`src/rtl/fence_pkg.sv`:
```
package fence_pkg;
    typedef enum logic [1:0] {
        KIND_READ  = 2'b00,
        KIND_WRITE = 2'b01,
        KIND_FETCH = 2'b10
    } acc_kind_t;

    typedef enum logic {
        ST_CLEAN = 1'b0,
        ST_HELD  = 1'b1
    } rec_state_t;

    localparam int SEL_MEM_LO = 0;
    localparam int SEL_MEM_HI = 1;
    localparam int SEL_IO_EN  = 2;
    localparam int SEL_CLEAR  = 3;
    localparam int SEL_IO_BASE = 4;
endpackage

```
`src/rtl/fence_regs.sv`:
```
module fence_regs #(
    parameter int AW    = 32,
    parameter int NIO   = 2,
    parameter int SEL_W = 3
) (
    input  logic                    clk,
    input  logic                    rst_n,
    input  logic                    cfg_we,
    input  logic                    cfg_priv,
    input  logic [SEL_W-1:0]        cfg_sel,
    input  logic [AW-1:0]           cfg_wdata,
    output logic [AW-1:0]           mem_lo,
    output logic [AW-1:0]           mem_hi,
    output logic [NIO-1:0]          io_en,
    output logic [NIO-1:0][AW-1:0]  io_lo,
    output logic [NIO-1:0][AW-1:0]  io_hi,
    output logic                    clr_fault
);
    import fence_pkg::*;

    logic wr_ok;
    assign wr_ok     = cfg_we && cfg_priv;
    assign clr_fault = wr_ok && (cfg_sel == SEL_W'(SEL_CLEAR));

    always_ff @(posedge clk or negedge rst_n) begin
        if (!rst_n) begin
            mem_lo <= '0;
            mem_hi <= '0;
            io_en  <= '0;
        end else if (wr_ok) begin
            if (cfg_sel == SEL_W'(SEL_MEM_LO)) mem_lo <= cfg_wdata;
            if (cfg_sel == SEL_W'(SEL_MEM_HI)) mem_hi <= cfg_wdata;
            if (cfg_sel == SEL_W'(SEL_IO_EN))  io_en  <= cfg_wdata[NIO-1:0];
        end
    end

    for (genvar g = 0; g < NIO; g++) begin : g_io
        always_ff @(posedge clk or negedge rst_n) begin
            if (!rst_n) begin
                io_lo[g] <= '0;
                io_hi[g] <= '0;
            end else if (wr_ok) begin
                if (cfg_sel == SEL_W'(SEL_IO_BASE + 2*g))     io_lo[g] <= cfg_wdata;
                if (cfg_sel == SEL_W'(SEL_IO_BASE + 2*g + 1)) io_hi[g] <= cfg_wdata;
            end
        end
    end

    // an unprivileged write leaves the fences untouched
    a_r9_cfg_locked: assert property (@(posedge clk) disable iff (!rst_n)
        (cfg_we && !cfg_priv) |=> ($stable(mem_lo) && $stable(mem_hi) && $stable(io_en)));
endmodule

```
`src/rtl/fence_cmp.sv`:
```
module fence_cmp #(
    parameter int AW = 32
) (
    input  logic          enable,
    input  logic [AW-1:0] addr,
    input  logic [AW-1:0] lo,
    input  logic [AW-1:0] hi,
    output logic          hit
);
    always_comb begin
        hit = enable && (addr >= lo) && (addr < hi);
    end
endmodule

```
`src/rtl/fault_record.sv`:
```
module fault_record #(
    parameter int AW = 32
) (
    input  logic          clk,
    input  logic          rst_n,
    input  logic          violation,
    input  logic          clear,
    input  logic [AW-1:0] addr,
    input  logic [1:0]    kind,
    output logic          exc_pulse,
    output logic          sticky,
    output logic [AW-1:0] rec_addr,
    output logic [1:0]    rec_kind
);
    import fence_pkg::*;

    rec_state_t state_q, state_d;
    logic       take;

    always_comb begin
        state_d = state_q;
        take    = 1'b0;
        unique case (state_q)
            ST_CLEAN: begin
                if (violation) begin
                    state_d = ST_HELD;   // capture
                    take    = 1'b1;
                end
            end
            ST_HELD: begin
                if (clear && violation) begin
                    state_d = ST_HELD;   // recapture
                    take    = 1'b1;
                end else if (clear) begin
                    state_d = ST_CLEAN;  // release
                end
            end
            default: state_d = ST_CLEAN;
        endcase
    end

    always_ff @(posedge clk or negedge rst_n) begin
        if (!rst_n) state_q <= ST_CLEAN;
        else        state_q <= state_d;
    end

    always_ff @(posedge clk or negedge rst_n) begin
        if (!rst_n) begin
            exc_pulse <= 1'b0;
            rec_addr  <= '0;
            rec_kind  <= '0;
        end else begin
            exc_pulse <= violation;
            if (take) begin
                rec_addr <= addr;
                rec_kind <= kind;
            end
        end
    end

    assign sticky = (state_q == ST_HELD);

    // every violation raises the exception in the next cycle
    a_r6_exc_follows: assert property (@(posedge clk) disable iff (!rst_n)
        violation |=> exc_pulse);
    // the record is frozen while held and not cleared
    a_r7_record_frozen: assert property (@(posedge clk) disable iff (!rst_n)
        (sticky && !clear) |=> (sticky && $stable(rec_addr) && $stable(rec_kind)));
    // clear without violation empties the record
    a_r8_release: assert property (@(posedge clk) disable iff (!rst_n)
        (clear && !violation) |=> !sticky);
endmodule

```
`src/rtl/fence_guard.sv`:
```
module fence_guard #(
    parameter int AW    = 32,
    parameter int NIO   = 2,
    parameter int SEL_W = $clog2(4 + 2*NIO)
) (
    input  logic             clk,
    input  logic             rst_n,
    input  logic             req_valid,
    input  logic [AW-1:0]    req_addr,
    input  logic [1:0]       req_kind,
    input  logic             req_super,
    output logic             bus_valid,
    output logic [AW-1:0]    bus_addr,
    input  logic             cfg_we,
    input  logic             cfg_priv,
    input  logic [SEL_W-1:0] cfg_sel,
    input  logic [AW-1:0]    cfg_wdata,
    output logic             exc_pulse,
    output logic             flt_sticky,
    output logic [AW-1:0]    flt_addr,
    output logic [1:0]       flt_kind
);
    localparam int NPAIR = NIO + 1;

    logic [AW-1:0]          mem_lo, mem_hi;
    logic [NIO-1:0]         io_en;
    logic [NIO-1:0][AW-1:0] io_lo, io_hi;
    logic                   clr_fault;
    logic [NPAIR-1:0]       hits;
    logic                   legal, violation;

    fence_regs #(.AW(AW), .NIO(NIO), .SEL_W(SEL_W)) u_regs (
        .clk(clk), .rst_n(rst_n),
        .cfg_we(cfg_we), .cfg_priv(cfg_priv), .cfg_sel(cfg_sel), .cfg_wdata(cfg_wdata),
        .mem_lo(mem_lo), .mem_hi(mem_hi), .io_en(io_en),
        .io_lo(io_lo), .io_hi(io_hi), .clr_fault(clr_fault)
    );

    fence_cmp #(.AW(AW)) u_mem_cmp (
        .enable(1'b1), .addr(req_addr), .lo(mem_lo), .hi(mem_hi), .hit(hits[0])
    );

    for (genvar k = 0; k < NIO; k++) begin : g_iocmp
        fence_cmp #(.AW(AW)) u_io_cmp (
            .enable(io_en[k]), .addr(req_addr), .lo(io_lo[k]), .hi(io_hi[k]), .hit(hits[k+1])
        );
    end

    assign legal     = |hits;
    assign violation = req_valid && !req_super && !legal;
    assign bus_valid = req_valid && (req_super || legal);
    assign bus_addr  = req_addr;

    fault_record #(.AW(AW)) u_rec (
        .clk(clk), .rst_n(rst_n),
        .violation(violation), .clear(clr_fault),
        .addr(req_addr), .kind(req_kind),
        .exc_pulse(exc_pulse), .sticky(flt_sticky),
        .rec_addr(flt_addr), .rec_kind(flt_kind)
    );

    // nothing reaches the bus without a core request
    a_r1_no_spurious: assert property (@(posedge clk) disable iff (!rst_n)
        bus_valid |-> req_valid);
    // supervisor requests always go through
    a_r5_super_pass: assert property (@(posedge clk) disable iff (!rst_n)
        (req_valid && req_super) |-> bus_valid);
    // a refused request is followed by the exception
    a_r6_refuse_exc: assert property (@(posedge clk) disable iff (!rst_n)
        (req_valid && !bus_valid) |=> exc_pulse);
endmodule

```
`config.mk`:
```
export PLATFORM = sky130hd
export DESIGN_NAME = fence_guard
export DESIGN_NICKNAME = d
export VERILOG_FILES = /design/src/rtl/fence_pkg.sv /design/src/rtl/fence_regs.sv /design/src/rtl/fence_cmp.sv /design/src/rtl/fault_record.sv /design/src/rtl/fence_guard.sv
export SDC_FILE = /design/constraint.sdc
export NUM_CORES = 1
export LEC_CHECK = 0
export ABC_AREA = 1
export BUFFER_PORTS_ARGS = -buffer_cell sky130_fd_sc_hd__buf_2
export CAP_MARGIN = 15
export CORE_MARGIN = 4
export CORE_UTILIZATION = 50
export DETAILED_ROUTE_END_ITERATION = 10
export PLACE_DENSITY = 0.81
export SKIP_CTS_REPAIR_TIMING = 1
export SYNTH_ARGS = -nofsm -noshare
export SYNTH_HDL_FRONTEND = slang
export SYNTH_SLANG_ARGS = --single-unit
```
`constraint.sdc`:
```
create_clock -name clk -period 3.5 [get_ports clk]
set_clock_uncertainty 0.2 [all_clocks]
set_input_delay 0.35 -clock clk [delete_from_list [all_inputs] [get_ports clk]]
set_output_delay 0.35 -clock clk [all_outputs]
set_load 0.02 [all_outputs]
```
==> flow_metrics.py <==
metrics = {
    "critical_path": {
        "start_kind": "primary input",
        "critPathKind": "in2out",
        "crit_slowest_cell": "dlygate4sd3_1",
        "arrival_ps": 2740,
        "cp.required_ps": 2950,
        "crit_chain": "dlygate4sd3_1 -> buf_2 -> ha_1 -> nand2_1 -> nor2_1 -> nand4_1 -> nor2_1 -> nand4_1 -> nand3_1 -> nand3_1 -> nand2_2 -> nor2_8 -> a21oi_1 -> buf_2",
        "rr_startpoint": "u_regs.io_lo[41]$_DFFE_PN0P_",
        "endpoint_kind": "primary output",
        "critical_path.startpoint": "req_addr[23]",
        "slowest_delay_ps": 530,
        "worstPathMaxFanout": 8,
    },
    "layout": {
        "final_common_cell": "nand2_1",
        "layout-drive-gt1-share_pct": 11.73,
        "n_antenna_cell": 0,
        "final_cell_mix": "452 x nand2_1, 276 x inv_1, 230 x dfrtp_1",
        "instances_no_fill": 2149,
        "fin_area_mm2": 0.01540,
        "fin_nets": 2056,
        "area_delta_synth_final_pct": 12.86,
    },
    "yosys": {
        "async_flop_share_pct": 100.0,
        "ys_warn_count": 0,
        "synth_cell_types": 32,
        "synthesis.area_mm2": 0.01365,
        "synth_edf_count": 0,
        "syn_avg_cell_area_um2": 8.120,
        "synth.yosys.seq_area_share_pct": 42.17,
        "synth_cells": 1681,
        "ys_ff_latch": 230,
        "synth_top_flop_cell": "dfrtp_1",
        "syn_nets": 1945,
    },
    "floorplan": {
        "io-pin-count": 144,
        "fp.dieArea_mm2": 0.03001,
        "die_w_um": 173.2,
        "fp.dieH_um": 173.2,
        "core_mm2": 0.02688,
        "initial_core_util_pct": 50.79,
        "rows": 60,
    },
    "clock_network": {
        "clkTransAtPathRegs_ps": 60,
        "cts_made_buffers": 25,
        "cts_sinks": 230,
        "cts-root-buf": "clkbuf_16",
        "clockBufferDepth": 3,
        "cts_tree": "yes",
        "clock_latency_ps": 530,
        "clock_tree.htree_level_count": 1,
    },
    "placement": {
        "dp.cells": 2094,
        "dpl.hpwl_um": 24690,
        "dpl_cell_area_mm2": 0.01447,
        "routabilityCongestion": 0.8906,
        "port_buffers": 143,
    },
    "power": {
        "max-vdd-ir-drop_v": 0.0002825,
        "power_uw": 9000,
        "p_per_area_mw_per_mm2": 584.2,
        "p_leak_uw": 0.008326,
    },
    "timing": {
        "slew_headroom_pct": 27.84,
        "hold_viol_final": 23,
        "fin_crit_sh_pct": 94.01,
        "min_period_ps": 3290,
        "worstMarginPinSlew_ps": 1079,
        "fmax_ghz": 0.3039,
        "finalSetupViolCount": 0,
        "report.final.slew_viol_count": 0,
        "whs_ps": -18.78,
    },
    "route": {
        "ant_nets": 0,
        "vias": 11421,
        "wl_per_cell_um": 16.12,
        "wirelength_um": 34640,
        "remaining_drc_errors": 0,
        "first_pass_iters": 5,
        "dr.first_iter.drc_count": 924,
        "vias_per_cell": 5.315,
    },
    "worst_hold_path": {
        "hold_path.startpoint": "cfg_wdata[20]",
        "hp-class": "in2reg",
    },
    "job": {
        "max_cap_viol_count": 0,
    },
    "global_route": {
        "antenna_found_initial": 0,
        "grt_pass1_wl_um": 57320,
        "track_usage_pct": 22.94,
        "grt_overflow": 0,
        "grt_pass1_vias": 11538,
        "grt_max_degree": 104,
    },
    "run_status": {
        "run_status": "finished, violations left",
        "violations": "hold timing",
    },
}
==> cell type report <==
class	instances	area (um^2)
tap	341	426.7
timing repair buffer	164	968.4
fill	2360	11470
clock inverter	8	46.29
sequential	230	5756
clock buffer	35	723.2
multi-input combinational	1093	6441
inverter	278	1044
==> logic make-up after synthesis <==
kind of cell / after synthesis / synth area share [%]
simple gates: 593 / 17.85
flops: 230 / 42.17
buf+inv: 358 / 10.92
fa+ha+maj: 189 / 17.33
compound gates: 311 / 11.74
==> cell usage after synthesis, drive strengths merged, types with 2 or more instances <==
library cell | number | area, um^2
o21a | 8 | 60.06
a21o | 4 | 30.03
ha | 189 | 2365
o21bai | 2 | 15.01
inv | 278 | 1044
buf | 38 | 289.0
o21ai | 212 | 1061
clkbuf | 42 | 157.7
nand2 | 459 | 1725
nand3 | 16 | 92.59
a21oi | 80 | 400.4
nor3 | 8 | 40.04
o211ai | 2 | 15.01
nor2 | 58 | 244.0
nor4 | 4 | 31.28
dfrtp | 230 | 5756
nand4 | 46 | 287.8
==> per-stage QoR <==
| stage | TNS [ps] | util [%] | worst slack (ps) |
|---|---|---|---|
| 4_1_cts | 0 | 56.70 | 114.6 |
| 3_5_place_dp | 0 | 53.84 | 444.5 |
| 5_1_grt | -5.685 | 57.32 | -5.685 |
| 3_3_place_gp | 0 | 53.84 | 536.8 |
| 6_report | 0 | 57.32 | 209.7 |
| 2_1_floorplan | 0 | - | 927.5 |
==> path summary, 6_finish.rpt <==
path / end / slack, ps / cells past startpoint
worst max-delay path: bus_valid / 210 / 14
worst min-delay path: u_regs.mem_lo[20]$_DFFE_PN0P_ / -20 / 3
worst max register to register: u_rec.rec_addr[24]$_DFFE_PN0P_ / 590 / 16
worst min register to register: u_rec.rec_addr[4]$_DFFE_PN0P_ / 270 / 2
max in group asynchronous: u_regs.io_lo[48]$_DFFE_PN0P_ / 1970 / 3
min in group asynchronous: u_regs.mem_hi[4]$_DFFE_PN0P_ / 280 / 2
==> per-layer routing <==
| layer | vias up | global-route usage, % | routed length (um) |
|---|---|---|---|
| met5 | - | 0 | 0 |
| met4 | 0 | 7.183 | 972 |
| met3 | 67 | 3.708 | 2203 |
| met2 | 338 | 39.05 | 16380 |
| met1 | 5421 | 30.27 | 15080 |
| li1 | 5595 | - | - |
==> power breakdown <==
group	leakage (uW)	internal, uW	total, uW	switching [uW]
sequential	0.00291	3310	3670	360
combinational	0.00503	1040	2820	1780
clock	0.000384	1430	2510	1080
==> critical path: cells and delay by family <==
family	cells	cell delay, ps
buf+inv	3	890
compound gates	1	120
simple gates	9	1060
fa+ha+maj	1	320
==> flip-flops by register name (all words and copies together) (netlist names) <==
signal / flops
u_rec.rec_kind: 2
u_rec.sticky: 1
u_rec.exc_pulse: 1
u_regs.io_lo: 64
u_regs.io_hi: 64
u_regs.io_en: 2
u_rec.rec_addr: 32
u_regs.mem_lo: 32
u_regs.mem_hi: 32
No activity file was read; power rests on OpenSTA's default activity.
